`src/rtl/bert_stat_pkg.sv`:
```
package bert_stat_pkg;
  // index of each latched flag; read bit = index + 1, bit 0 is live sync
  localparam int unsigned L_RLOS  = 0;
  localparam int unsigned L_BCOF  = 1;
  localparam int unsigned L_BECOF = 2;
  localparam int unsigned L_BED   = 3;
  localparam int unsigned L_RA0   = 4;
  localparam int unsigned L_RA1   = 5;
  localparam int unsigned N_LATCH = 6;
  localparam int unsigned DATA_W  = 8;
endpackage

```
`src/rtl/bert_run_detect.sv`:
```
module bert_run_detect #(
  parameter int unsigned RUN_LEN = 40,
  parameter bit          MATCH   = 1'b1
) (
  input  logic clk_i,
  input  logic rst_ni,
  input  logic en_i,
  input  logic valid_i,
  input  logic bit_i,
  output logic hit_o
);
  localparam int unsigned CNT_W = $clog2(RUN_LEN + 1);
  localparam logic [CNT_W-1:0] CNT_MAX = CNT_W'(RUN_LEN);

  logic [CNT_W-1:0] cnt_q;

  always_ff @(posedge clk_i or negedge rst_ni) begin
    if (!rst_ni) begin
      cnt_q <= '0;
    end else if (!en_i) begin
      cnt_q <= '0;
    end else if (valid_i) begin
      if (bit_i != MATCH)       cnt_q <= '0;
      else if (cnt_q != CNT_MAX) cnt_q <= cnt_q + 1'b1;
    end
  end

  assign hit_o = (cnt_q == CNT_MAX);
endmodule

```
`src/rtl/bert_latch_bits.sv`:
```
module bert_latch_bits #(
  parameter int unsigned N = 6
) (
  input  logic         clk_i,
  input  logic         rst_ni,
  input  logic [N-1:0] set_i,
  input  logic         clr_i,
  output logic [N-1:0] q_o
);
  // set beats clear: a condition still present or a new event keeps the flag
  for (genvar i = 0; i < N; i++) begin : g_bit
    always_ff @(posedge clk_i or negedge rst_ni) begin
      if (!rst_ni) q_o[i] <= 1'b0;
      else         q_o[i] <= set_i[i] | (q_o[i] & ~clr_i);
    end
  end
endmodule

```
`src/rtl/bert_status_reg.sv`:
```
module bert_status_reg
  import bert_stat_pkg::*;
#(
  parameter int unsigned RUN_LEN   = 40,
  parameter int unsigned ADDR_W    = 4,
  parameter int unsigned STAT_ADDR = 4
) (
  input  logic              clk_i,
  input  logic              rst_ni,
  input  logic              prbs_mode_i,
  input  logic              rx_valid_i,
  input  logic              rx_bit_i,
  input  logic              sync_i,
  input  logic              err_cnt_nz_i,
  input  logic              err_ovf_i,
  input  logic              bit_ovf_i,
  input  logic              rd_en_i,
  input  logic [ADDR_W-1:0] rd_addr_i,
  output logic [DATA_W-1:0] rd_data_o
);
  localparam logic [ADDR_W-1:0] SEL = ADDR_W'(STAT_ADDR);

  logic               addr_hit;
  logic               rd_hit;
  logic               ones_hit;
  logic               zeros_hit;
  logic [N_LATCH-1:0] lat_set;
  logic [N_LATCH-1:0] lat_q;

  assign addr_hit = (rd_addr_i == SEL);
  assign rd_hit   = rd_en_i & addr_hit;

  for (genvar p = 0; p < 2; p++) begin : g_run
    logic hit;
    bert_run_detect #(
      .RUN_LEN (RUN_LEN),
      .MATCH   (p == 1)
    ) u_run (
      .clk_i   (clk_i),
      .rst_ni  (rst_ni),
      .en_i    (prbs_mode_i),
      .valid_i (rx_valid_i),
      .bit_i   (rx_bit_i),
      .hit_o   (hit)
    );
  end
  assign zeros_hit = g_run[0].hit;
  assign ones_hit  = g_run[1].hit;

  always_comb begin
    lat_set          = '0;
    lat_set[L_RLOS]  = ~sync_i;
    lat_set[L_BCOF]  = bit_ovf_i;
    lat_set[L_BECOF] = err_ovf_i;
    lat_set[L_BED]   = err_cnt_nz_i;
    lat_set[L_RA0]   = zeros_hit;
    lat_set[L_RA1]   = ones_hit;
  end

  bert_latch_bits #(.N(N_LATCH)) u_lat (
    .clk_i  (clk_i),
    .rst_ni (rst_ni),
    .set_i  (lat_set),
    .clr_i  (rd_hit),
    .q_o    (lat_q)
  );

  assign rd_data_o = addr_hit ? {1'b0, lat_q, sync_i} : '0;
endmodule


```
`config.mk`:
```
export PLATFORM = sky130hd
export DESIGN_NAME = bert_status_reg
export DESIGN_NICKNAME = d
export VERILOG_FILES = /design/src/rtl/bert_stat_pkg.sv /design/src/rtl/bert_run_detect.sv /design/src/rtl/bert_latch_bits.sv /design/src/rtl/bert_status_reg.sv
export SDC_FILE = /design/constraint.sdc
export NUM_CORES = 1
export LEC_CHECK = 0
export BUFFER_PORTS_ARGS = -buffer_cell sky130_fd_sc_hd__buf_4
export CAP_MARGIN = 20
export CORE_UTILIZATION = 47
export DETAILED_ROUTE_END_ITERATION = 7
export PLACE_DENSITY = 0.73
export SLEW_MARGIN = 15
export SYNTH_ARGS = -nofsm -noshare
export SYNTH_HDL_FRONTEND = slang
export SYNTH_SLANG_ARGS = --single-unit
```
`constraint.sdc`:
```
create_clock -name clk_i -period 1.39 [get_ports clk_i]
set_input_delay 0.278 -clock clk_i [delete_from_list [all_inputs] [get_ports clk_i]]
set_output_delay 0.278 -clock clk_i [all_outputs]
set_load 0.01 [all_outputs]
```
======== Word level (Yosys, flattened, before mapping) ========
Cells that the tools add are included.
operators by class
  add/subtract/negate cells ............... 2
  eq/ne operators ......................... 8
  mux-type cells .......................... 9
  bitwise operators ....................... 15
  reduce and logical (&&, ||, !) cells .... 2
operator list
  kind                                                    number
  two-way mux 6 bit                                       8
  adder 6 x 1 -> 6 bit (second input constant)            2
  == test 6 bit (second input constant)                   2
  inequality test 6 bit (second input constant)           2
  AND 1 bit                                               7
  two-way mux 7 bit                                       1
  bitwise OR 1 bit                                        6
  == test 4 x 3 -> 1 bit (second input constant)          1
  AND reduction 2 bit                                     2
  inequality test 3 x 1 -> 1 bit (second input constant)  1
  inequality test 3 x 2 -> 1 bit (second input constant)  1
  inequality test 2 x 1 -> 1 bit (second input constant)  1
  inverter 1 bit                                          2
word-level totals
  bits in registers ....................... 18
  input bits .............................. 14
  logic and storage cells ................. 44

======== Logic depth before layout (Yosys ltp) ========
Gate-level depths: netlist of the first run.
  depth after elaboration ................. 5
  gate-level depth with buffers ........... 6
  depth with buffers taken out ............ 6

======== Cells and area by module ========
A second synthesis of the first run with hierarchy kept.
unflattened totals
  cell total of the unflattened synthesis .. 116
  area total of the unflattened synthesis .. 1114.8 um2
modules (own cells, without submodules)
  module                            times used  cells an instance  area each (um2)  sequential area each (um2)
  bert_run_detect (g_run[1].u_run)  1           46                 416.6            150.1
  bert_run_detect (g_run[0].u_run)  1           45                 410.4            150.1
  bert_latch_bits                   1           13                 198.9            150.1
  bert_status_reg                   1           12                 88.8             0.0

======== Least setup slack after synthesis of the first run ========
No wires, ideal clock.
  path kind ............................... register to register
  from .................................... reg g_run[0].u_run.cnt_q[0]
  to ...................................... reg g_run[0].u_run.cnt_q[0]
  library setup time ...................... 0.079 ns
  arrival ................................. 1.225 ns
  data required time ...................... 1.311 ns
  setup slack ............................. 0.086 ns
  cell stages (with the launch flop) ...... 7
  buffers on the path ..................... 0
  period minus slack after synthesis ...... 1.304 ns
  cell sequence ........................... dfrtp_1 -> inv_1 -> ha_1 -> nand4b_1 -> nor2_1 -> or3_4 -> mux2i_1
on the way
  word-level cells in the longest chain between the ends .. 5
  elaborated cells between the ends (all ways) .. 8
  classes of those cells .................. add/sub: 1; eq/ne: 2; mux: 4; reduce/logical: 1
ends and longest elaborated chain
  element                 line                   RTL
  start, declared         bert_run_detect.sv:15  logic [CNT_W-1:0] cnt_q;
  start signal, assigned  bert_run_detect.sv:24  else if (cnt_q != CNT_MAX) cnt_q <= cnt_q + 1'b1;
  adder 6 x 1 -> 6 bit    bert_run_detect.sv:24
  two-way mux 6 bit       bert_run_detect.sv:24
  two-way mux 6 bit       bert_run_detect.sv:23  if (bit_i != MATCH) cnt_q <= '0;
  two-way mux 6 bit       bert_run_detect.sv:22  end else if (valid_i) begin
  two-way mux 6 bit       bert_run_detect.sv:20  end else if (!en_i) begin
Parallel ways exist; a longest one is shown, timed or not. The select of a mux whose other input is x is not followed.
A chain may end at the register's enable or synchronous reset.

======== Worst setup path in the final report of the first run ========
  from .................................... in rd_addr_i[1]
  to ...................................... out rd_data_o[6]
on the way
  word-level cells in the longest chain between the ends .. 2
ends and longest elaborated chain
  element                 line                   RTL
  start, declared         bert_status_reg.sv:18  input logic [ADDR_W-1:0] rd_addr_i,
  == test 4 x 3 -> 1 bit  bert_status_reg.sv:30  assign addr_hit = (rd_addr_i == SEL);
  two-way mux 7 bit       bert_status_reg.sv:68  assign rd_data_o = addr_hit ? {1'b0, lat_q, sync_i} : '0;
  end, declared           bert_status_reg.sv:19  output logic [DATA_W-1:0] rd_data_o
Every way passes these cells.

==> impl_metrics.toml, run 1 <==
[drt]
first_pass_iters = 4
vias_per_cell = 5.145
routed_wl_um = 1922
avgRoutedWirePerCell_um = 12.09
first_iter_violations = 9
drc = 0
antenna_left = 0
dr_total_vias = 818

[critical_path]
crit_type = "in -> out"
cp.arrival_ns = 1.06
cp.required_ns = 1.11
worst-path-buf-inv = 3
r2r-end = "g_run[0].u_run.cnt_q[0]$_DFFE_PN0P_"
crit_slowest_cell = "nor4b_4"
worstSetupEndpointType = "output port"
critPathLaunchType = "input port"
worstPathCellList = "buf_4 > nor4b_4 > buf_4 > and2_1 > buf_4"
r2r-start = "g_run[0].u_run.cnt_q[0]$_DFFE_PN0P_"
max_stage_delay_ns = 0.24
crit_family = "buffers and inverters"
path_depth = 5
cp_common_cell = "buf_4"
worst-path-max-fanout = 8
rrSetupSlack_ns = 0.06
cp-endpoint = "rd_data_o[6]"
worstSetupStartpoint = "rd_addr_i[1]"
rr_worst_depth = 6

[logic_synthesis]
ys_warn_count = 0
synth_cells = 100
synth_cell_types = 31
synth_area_um2 = 962.2
ys_ff_latch = 18
synth_nets = 118
yosysSeqAreaShare = 0.4681
syn_avg_cell_area_um2 = 9.622

[global_route]
antenna_found_initial = 0
grt_max_degree = 19
grt_pass1_vias = 612
grt_pass1_wl_um = 2677
grt_overflow = 0
globalRouteTotalUtil = 0.1812

[clock_network]
cts_tree = "done"
htreeDepth = 1
root_buffer = "clkbuf_4"
clk_latency_ns = 0.29
clock_sinks = 18
numCtsBuffers = 3
clk_pin_slew_ns = 0.10
clockBufferDepth = 2

[floorplan]
initial_core_util = 0.4955
die_area_um2 = 2232
num_rows = 16
fp.coreArea_um2 = 1942
die_x_um = 47.25
ios = 22
fp.dieH_um = 47.25

[sta]
drv_slew = 0
tns_ns = 0
fin_crit_sh = 0.9596
fin_skew_ns = 0.001880
setup_violations = 0
rsz0062_at_grt = "yes"
period_needed_ns = 1.334
relSlewSlack = 0.6457
finalHoldViolations = 0
fmax_mhz = 749.7
worstMarginPinSlew_ns = 0.5303
hold_ws_ns = 0.1404

[placed_design]
portBuffers = 20
dpl.hpwl_um = 1354
gp_routability_congestion = 0.7929

[job]
maxCapViolCount = 0

[finish]
multiInputGateArea_um2 = 489.2
area_delta_synth_final_pct = 32.12
nFillCells = 172
final_cell_mix = "buf_4, dfrtp_1, nand2_1"
final_common_cell = "buf_4"
fin_nets = 151
n_antenna_cell = 0
regArea_um2 = 450.4
drive_gt1_frac = 0.3106

[power_and_ir_drop]
p_per_area_nw_per_um2 = 789.8
peakVddDrop_mv = 0.5541
p_leak_nw = 0.6085
p_total_mw = 1.004

[status]
status = "complete, no violations"

[worst_hold_path]
hold_path_class = "in -> reg"
hold_path_startpoint = "sync_i"
## how the worst min path moves through the flow
stage	slack, ns	endpoint	cells after the start
after CTS	0.14	u_lat.q_o[0]$_DFF_PN0_	2
final	0.14	u_lat.q_o[0]$_DFF_PN0_	2
after global routing	0.12	u_lat.q_o[0]$_DFF_PN0_	2
after floorplan	-0.02	g_run[0].u_run.cnt_q[0]$_DFFE_PN0P_	0
after global placement	0.16	g_run[0].u_run.cnt_q[0]$_DFFE_PN0P_	1
after detailed placement	0.16	g_run[0].u_run.cnt_q[0]$_DFFE_PN0P_	1
## final cells by class
cell class                 count  share of cell area
multi-input combinational     73              0.3848
sequential                    18              0.3543
timing repair buffer          30              0.1850
clock buffer                   4             0.02854
tap                           27             0.02657
inverter                       7             0.02067
## through the flow
step             util  area [um2]  instances  setup WS (ns)
6_report       0.6546        1271        159        0.05609
5_1_grt        0.6546        1271        159      -0.008488
4_1_cts        0.6385        1240        158        0.04197
3_5_place_dp   0.6031        1171        150      -0.007609
3_3_place_gp   0.6031        1171        150        0.02193
2_1_floorplan       -       962.2        100        0.08561
## per-layer routing
layer  routed length [um]  GRT usage  vias to the layer above
met4                   20    0.08571                        0
met1                  862     0.2324                      381
met2                  973     0.2849                       18
met5                    0          0                        -
met3                   66    0.04615                        4
li1                     -          -                      415
## sequential cells by signal, summed over array words and instances (netlist names)
register,cells
g_run.u_run.cnt_q,12
u_lat.q_o,6
## kinds of logic (layout without fill, tap and decap cells)
logic type                 Yosys count  after routing  share of synthesized area
AOI/OAI and AO/OA                   25             25                     0.1665
and+or+nand+nor                     40             40                     0.2367
buffers and inverters                9             41                    0.04032
DFF                                 18             18                     0.4681
other                                1              1                   0.003897
adders and majority gates            4              4                    0.05202
muxes                                3              3                    0.03251
## cells in the mapped netlist
library cell   n  area share
dfrtp_1       18        0.47
nand2_1       11       0.043
o21ai_0        8       0.042
and2_1         7       0.046
inv_1          7       0.027
nand3_1        6       0.031
a21o_1         4       0.031
ha_1           4       0.052
nor2_1         4       0.016
a21oi_1        3       0.016
nand2b_1       3       0.020
a22o_1         2       0.018
a31oi_1        2       0.013
and3_1         2       0.013
mux2i_1        2       0.021
nor3_1         2       0.010
a41oi_1        1      0.0091
buf_2          1      0.0052
buf_4          1      0.0078
conb_1         1      0.0039
mux2_2         1       0.012
nand4_1        1      0.0065
nand4b_1       1      0.0091
nor2b_1        1      0.0065
nor4b_4        1       0.025
o21ai_1        1      0.0052
o22ai_1        1      0.0065
o311ai_0       1      0.0091
o31ai_1        1      0.0078
o41ai_1        1      0.0091
or3_4          1       0.012
## what timing repair did
item                                    CTS  global route
gates resized for setup                   0             8
setup buffers                             3             1
hold buffers                              1             0
pin swaps                                 2             3
hold endpoints to repair                 18             0
endpoints found under the setup margin    3             8
## power breakdown
part | switching, mW | internal (mW) | leakage [nW]
registers | 0.00840 | 0.537 | 0.229
clock network | 0.162 | 0.160 | 0.0210
logic | 0.0642 | 0.0728 | 0.359
total | 0.235 | 0.769 | 0.609
No activity file was read; power rests on OpenSTA's default activity.
==> run 2: changes to the inputs <==
--- a/config.mk
+++ b/config.mk
@@ -7,9 +7,9 @@
 export LEC_CHECK = 0
 export BUFFER_PORTS_ARGS = -buffer_cell sky130_fd_sc_hd__buf_4
 export CAP_MARGIN = 20
-export CORE_UTILIZATION = 47
+export CORE_UTILIZATION = 52
 export DETAILED_ROUTE_END_ITERATION = 7
-export PLACE_DENSITY = 0.73
+export PLACE_DENSITY = 0.76
 export SLEW_MARGIN = 15
 export SYNTH_ARGS = -nofsm -noshare
 export SYNTH_HDL_FRONTEND = slang
==> constraint.sdc (replaced) <==
create_clock -name clk_i -period 1.5 [get_ports clk_i]
set_input_delay 0.3 -clock clk_i [delete_from_list [all_inputs] [get_ports clk_i]]
set_output_delay 0.3 -clock clk_i [all_outputs]
set_load 0.01 [all_outputs]
==> run 2 against run 1 <==
Combinational power shrank 18%. Power is 8.0% lower. Global-route usage rose by 1.6 points. Clock skew increased by 0.0035 ns. Register-to-register slack improved by 0.04 ns. Clock-buffer cell count unchanged. Sequential power is 7.5% lower. Clock power decreased by 5%. Cell area fell by 6.2%. Worst setup slack improved by 0.041 ns. Non-clock buffer count decreased by 7. Critical path type is now reg -> reg. Largest cell class unchanged. Highest routed layer unchanged.
==> impl_metrics.toml, run 2 (same netlist as run 1, synthesis figures left out) <==
[clock_network]
clk_latency_ns = 0.30
numCtsBuffers = 3
htreeDepth = 1
clock_sinks = 18
ctsResizeCount = 0
cts_tree = "done"
clk_pin_slew_ns = 0.11
clockBufferDepth = 2
root_buffer = "clkbuf_4"

[sta]
setup_violations = 0
finalHoldViolations = 0
fmax_mhz = 712.7
drv_slew = 0
fin_crit_sh = 0.9355
period_needed_ns = 1.403
fin_skew_ns = 0.005371
rsz0062_at_grt = "no"
tns_ns = 0

[critical_path]
worstSetupStartpoint = "g_run[0].u_run.cnt_q[1]$_DFFE_PN0P_"
cp-endpoint = "g_run[0].u_run.cnt_q[0]$_DFFE_PN0P_"
r2r-end = "g_run[0].u_run.cnt_q[0]$_DFFE_PN0P_"
rr_worst_depth = 6
worstSetupEndpointType = "register"
worst-path-max-fanout = 3
cp.arrival_ns = 1.63
rrSetupSlack_ns = 0.1
crit_type = "reg -> reg"
cp.required_ns = 1.73
r2r-start = "g_run[0].u_run.cnt_q[1]$_DFFE_PN0P_"
critPathLaunchType = "register"

[status]
status = "complete, no violations"

[finish]
n_antenna_cell = 0
final_cell_mix = "buf_4, dfrtp_1, nand2_1"
area_delta_synth_final_pct = 23.93
largest_register_ffs = 12
drive_gt1_frac = 0.2320
largestRegisters = "g_run.u_run.cnt_q (12), u_lat.q_o (6)"
final_common_cell = "buf_4"
top_register = "g_run.u_run.cnt_q"
nFillCells = 153
fin_nets = 144

[drt]
routed_wl_um = 1838
first_pass_iters = 4
antenna_left = 0
drc = 0
vias_per_cell = 5.387
avgRoutedWirePerCell_um = 12.25
first_iter_violations = 12
dr_total_vias = 808

[global_route]
grt_max_degree = 19
globalRouteTotalUtil = 0.1976
grt_pass1_vias = 674
antenna_found_initial = 0
grt_overflow = 0
grt_pass1_wl_um = 2801

[floorplan]
die_x_um = 45.02
initial_core_util = 0.5572
fp.coreArea_um2 = 1727
die_area_um2 = 2026
fp.dieH_um = 45.02
num_rows = 15
ios = 22

[worst_hold_path]
hold_path_class = "in -> reg"

[job]
maxCapViolCount = 0

[power_and_ir_drop]
p_per_area_nw_per_um2 = 774.8
p_total_mw = 0.9239
p_leak_nw = 0.5707
peakVddDrop_mv = 0.4533

[placed_design]
gp_routability_congestion = 0.8365
portBuffers = 20
dpl.hpwl_um = 1364
==> run 2: through the flow <==
| step | util | cells | setup slack, ns | hold WS, ns | instance area, um2 |
|---|---|---|---|---|---|
| 2_1_floorplan | - | 100 | 0.1956 | 0.004409 | 962.2 |
| 3_3_place_gp | 0.6594 | 144 | 0.09046 | 0.1801 | 1139 |
| 3_5_place_dp | 0.6594 | 144 | 0.06722 | 0.1803 | 1139 |
| 4_1_cts | 0.6862 | 149 | 0.04883 | 0.1524 | 1185 |
| 5_1_grt | 0.6906 | 150 | 0.01224 | 0.1467 | 1192 |
| 6_report | 0.6906 | 150 | 0.09680 | 0.1565 | 1192 |
==> run 2: cell type report <==
type / instances / area [um2] / share of cell area
Inverter: 7 / 26.28 / 0.02204
Tap cell: 25 / 31.28 / 0.02623
Multi-Input combinational cell: 73 / 473.0 / 0.3966
Clock buffer: 4 / 36.28 / 0.03043
Timing Repair Buffer: 23 / 175.2 / 0.1469
Sequential cell: 18 / 450.4 / 0.3778
==> run 2: how the worst min path moves through the flow <==
stage | to | slack, ns | start | depth (start not counted)
after floorplan | g_run[0].u_run.cnt_q[0]$_DFFE_PN0P_ | 0.004 | rst_ni | 0
after global placement | u_lat.q_o[3]$_DFF_PN0_ | 0.18 | rst_ni | 1
after detailed placement | u_lat.q_o[3]$_DFF_PN0_ | 0.18 | rst_ni | 1
after CTS | u_lat.q_o[0]$_DFF_PN0_ | 0.15 | sync_i | 2
after global routing | u_lat.q_o[0]$_DFF_PN0_ | 0.15 | sync_i | 2
final | u_lat.q_o[0]$_DFF_PN0_ | 0.16 | sync_i | 2
==> run 2: per-layer routing <==
metal  track usage  up-vias  part of all wire
met5             0        -                 0
met4       0.09091        0             0.019
met3       0.02400        6             0.042
met2        0.3246       24              0.49
met1        0.2604      377              0.45
li1              -      401                 -
==> run 2: what timing repair did <==
item | CTS | global route
hold buffers | 1 | 0
endpoints found under the setup margin | 0 | 3
endpoints found under the hold margin | 18 | 0
setup buffers | 0 | 1
==> run 2: where the power goes <==
| part | internal, mW | switching (mW) | total, mW | leakage, nW |
|---|---|---|---|---|
| clock | 0.148 | 0.158 | 0.306 | 0.0210 |
| sequential | 0.498 | 0.00725 | 0.505 | 0.229 |
| combinational | 0.0566 | 0.0565 | 0.113 | 0.321 |
| total | 0.702 | 0.222 | 0.924 | 0.571 |
==> run 2: critical path, cell delays in order (launching register included) <==
cell,delay [ns]
dfrtp_1,0.38
inv_1,0.06
ha_1,0.18
nand4b_1,0.09
nor2_1,0.07
or3_4,0.40
mux2i_1,0.14
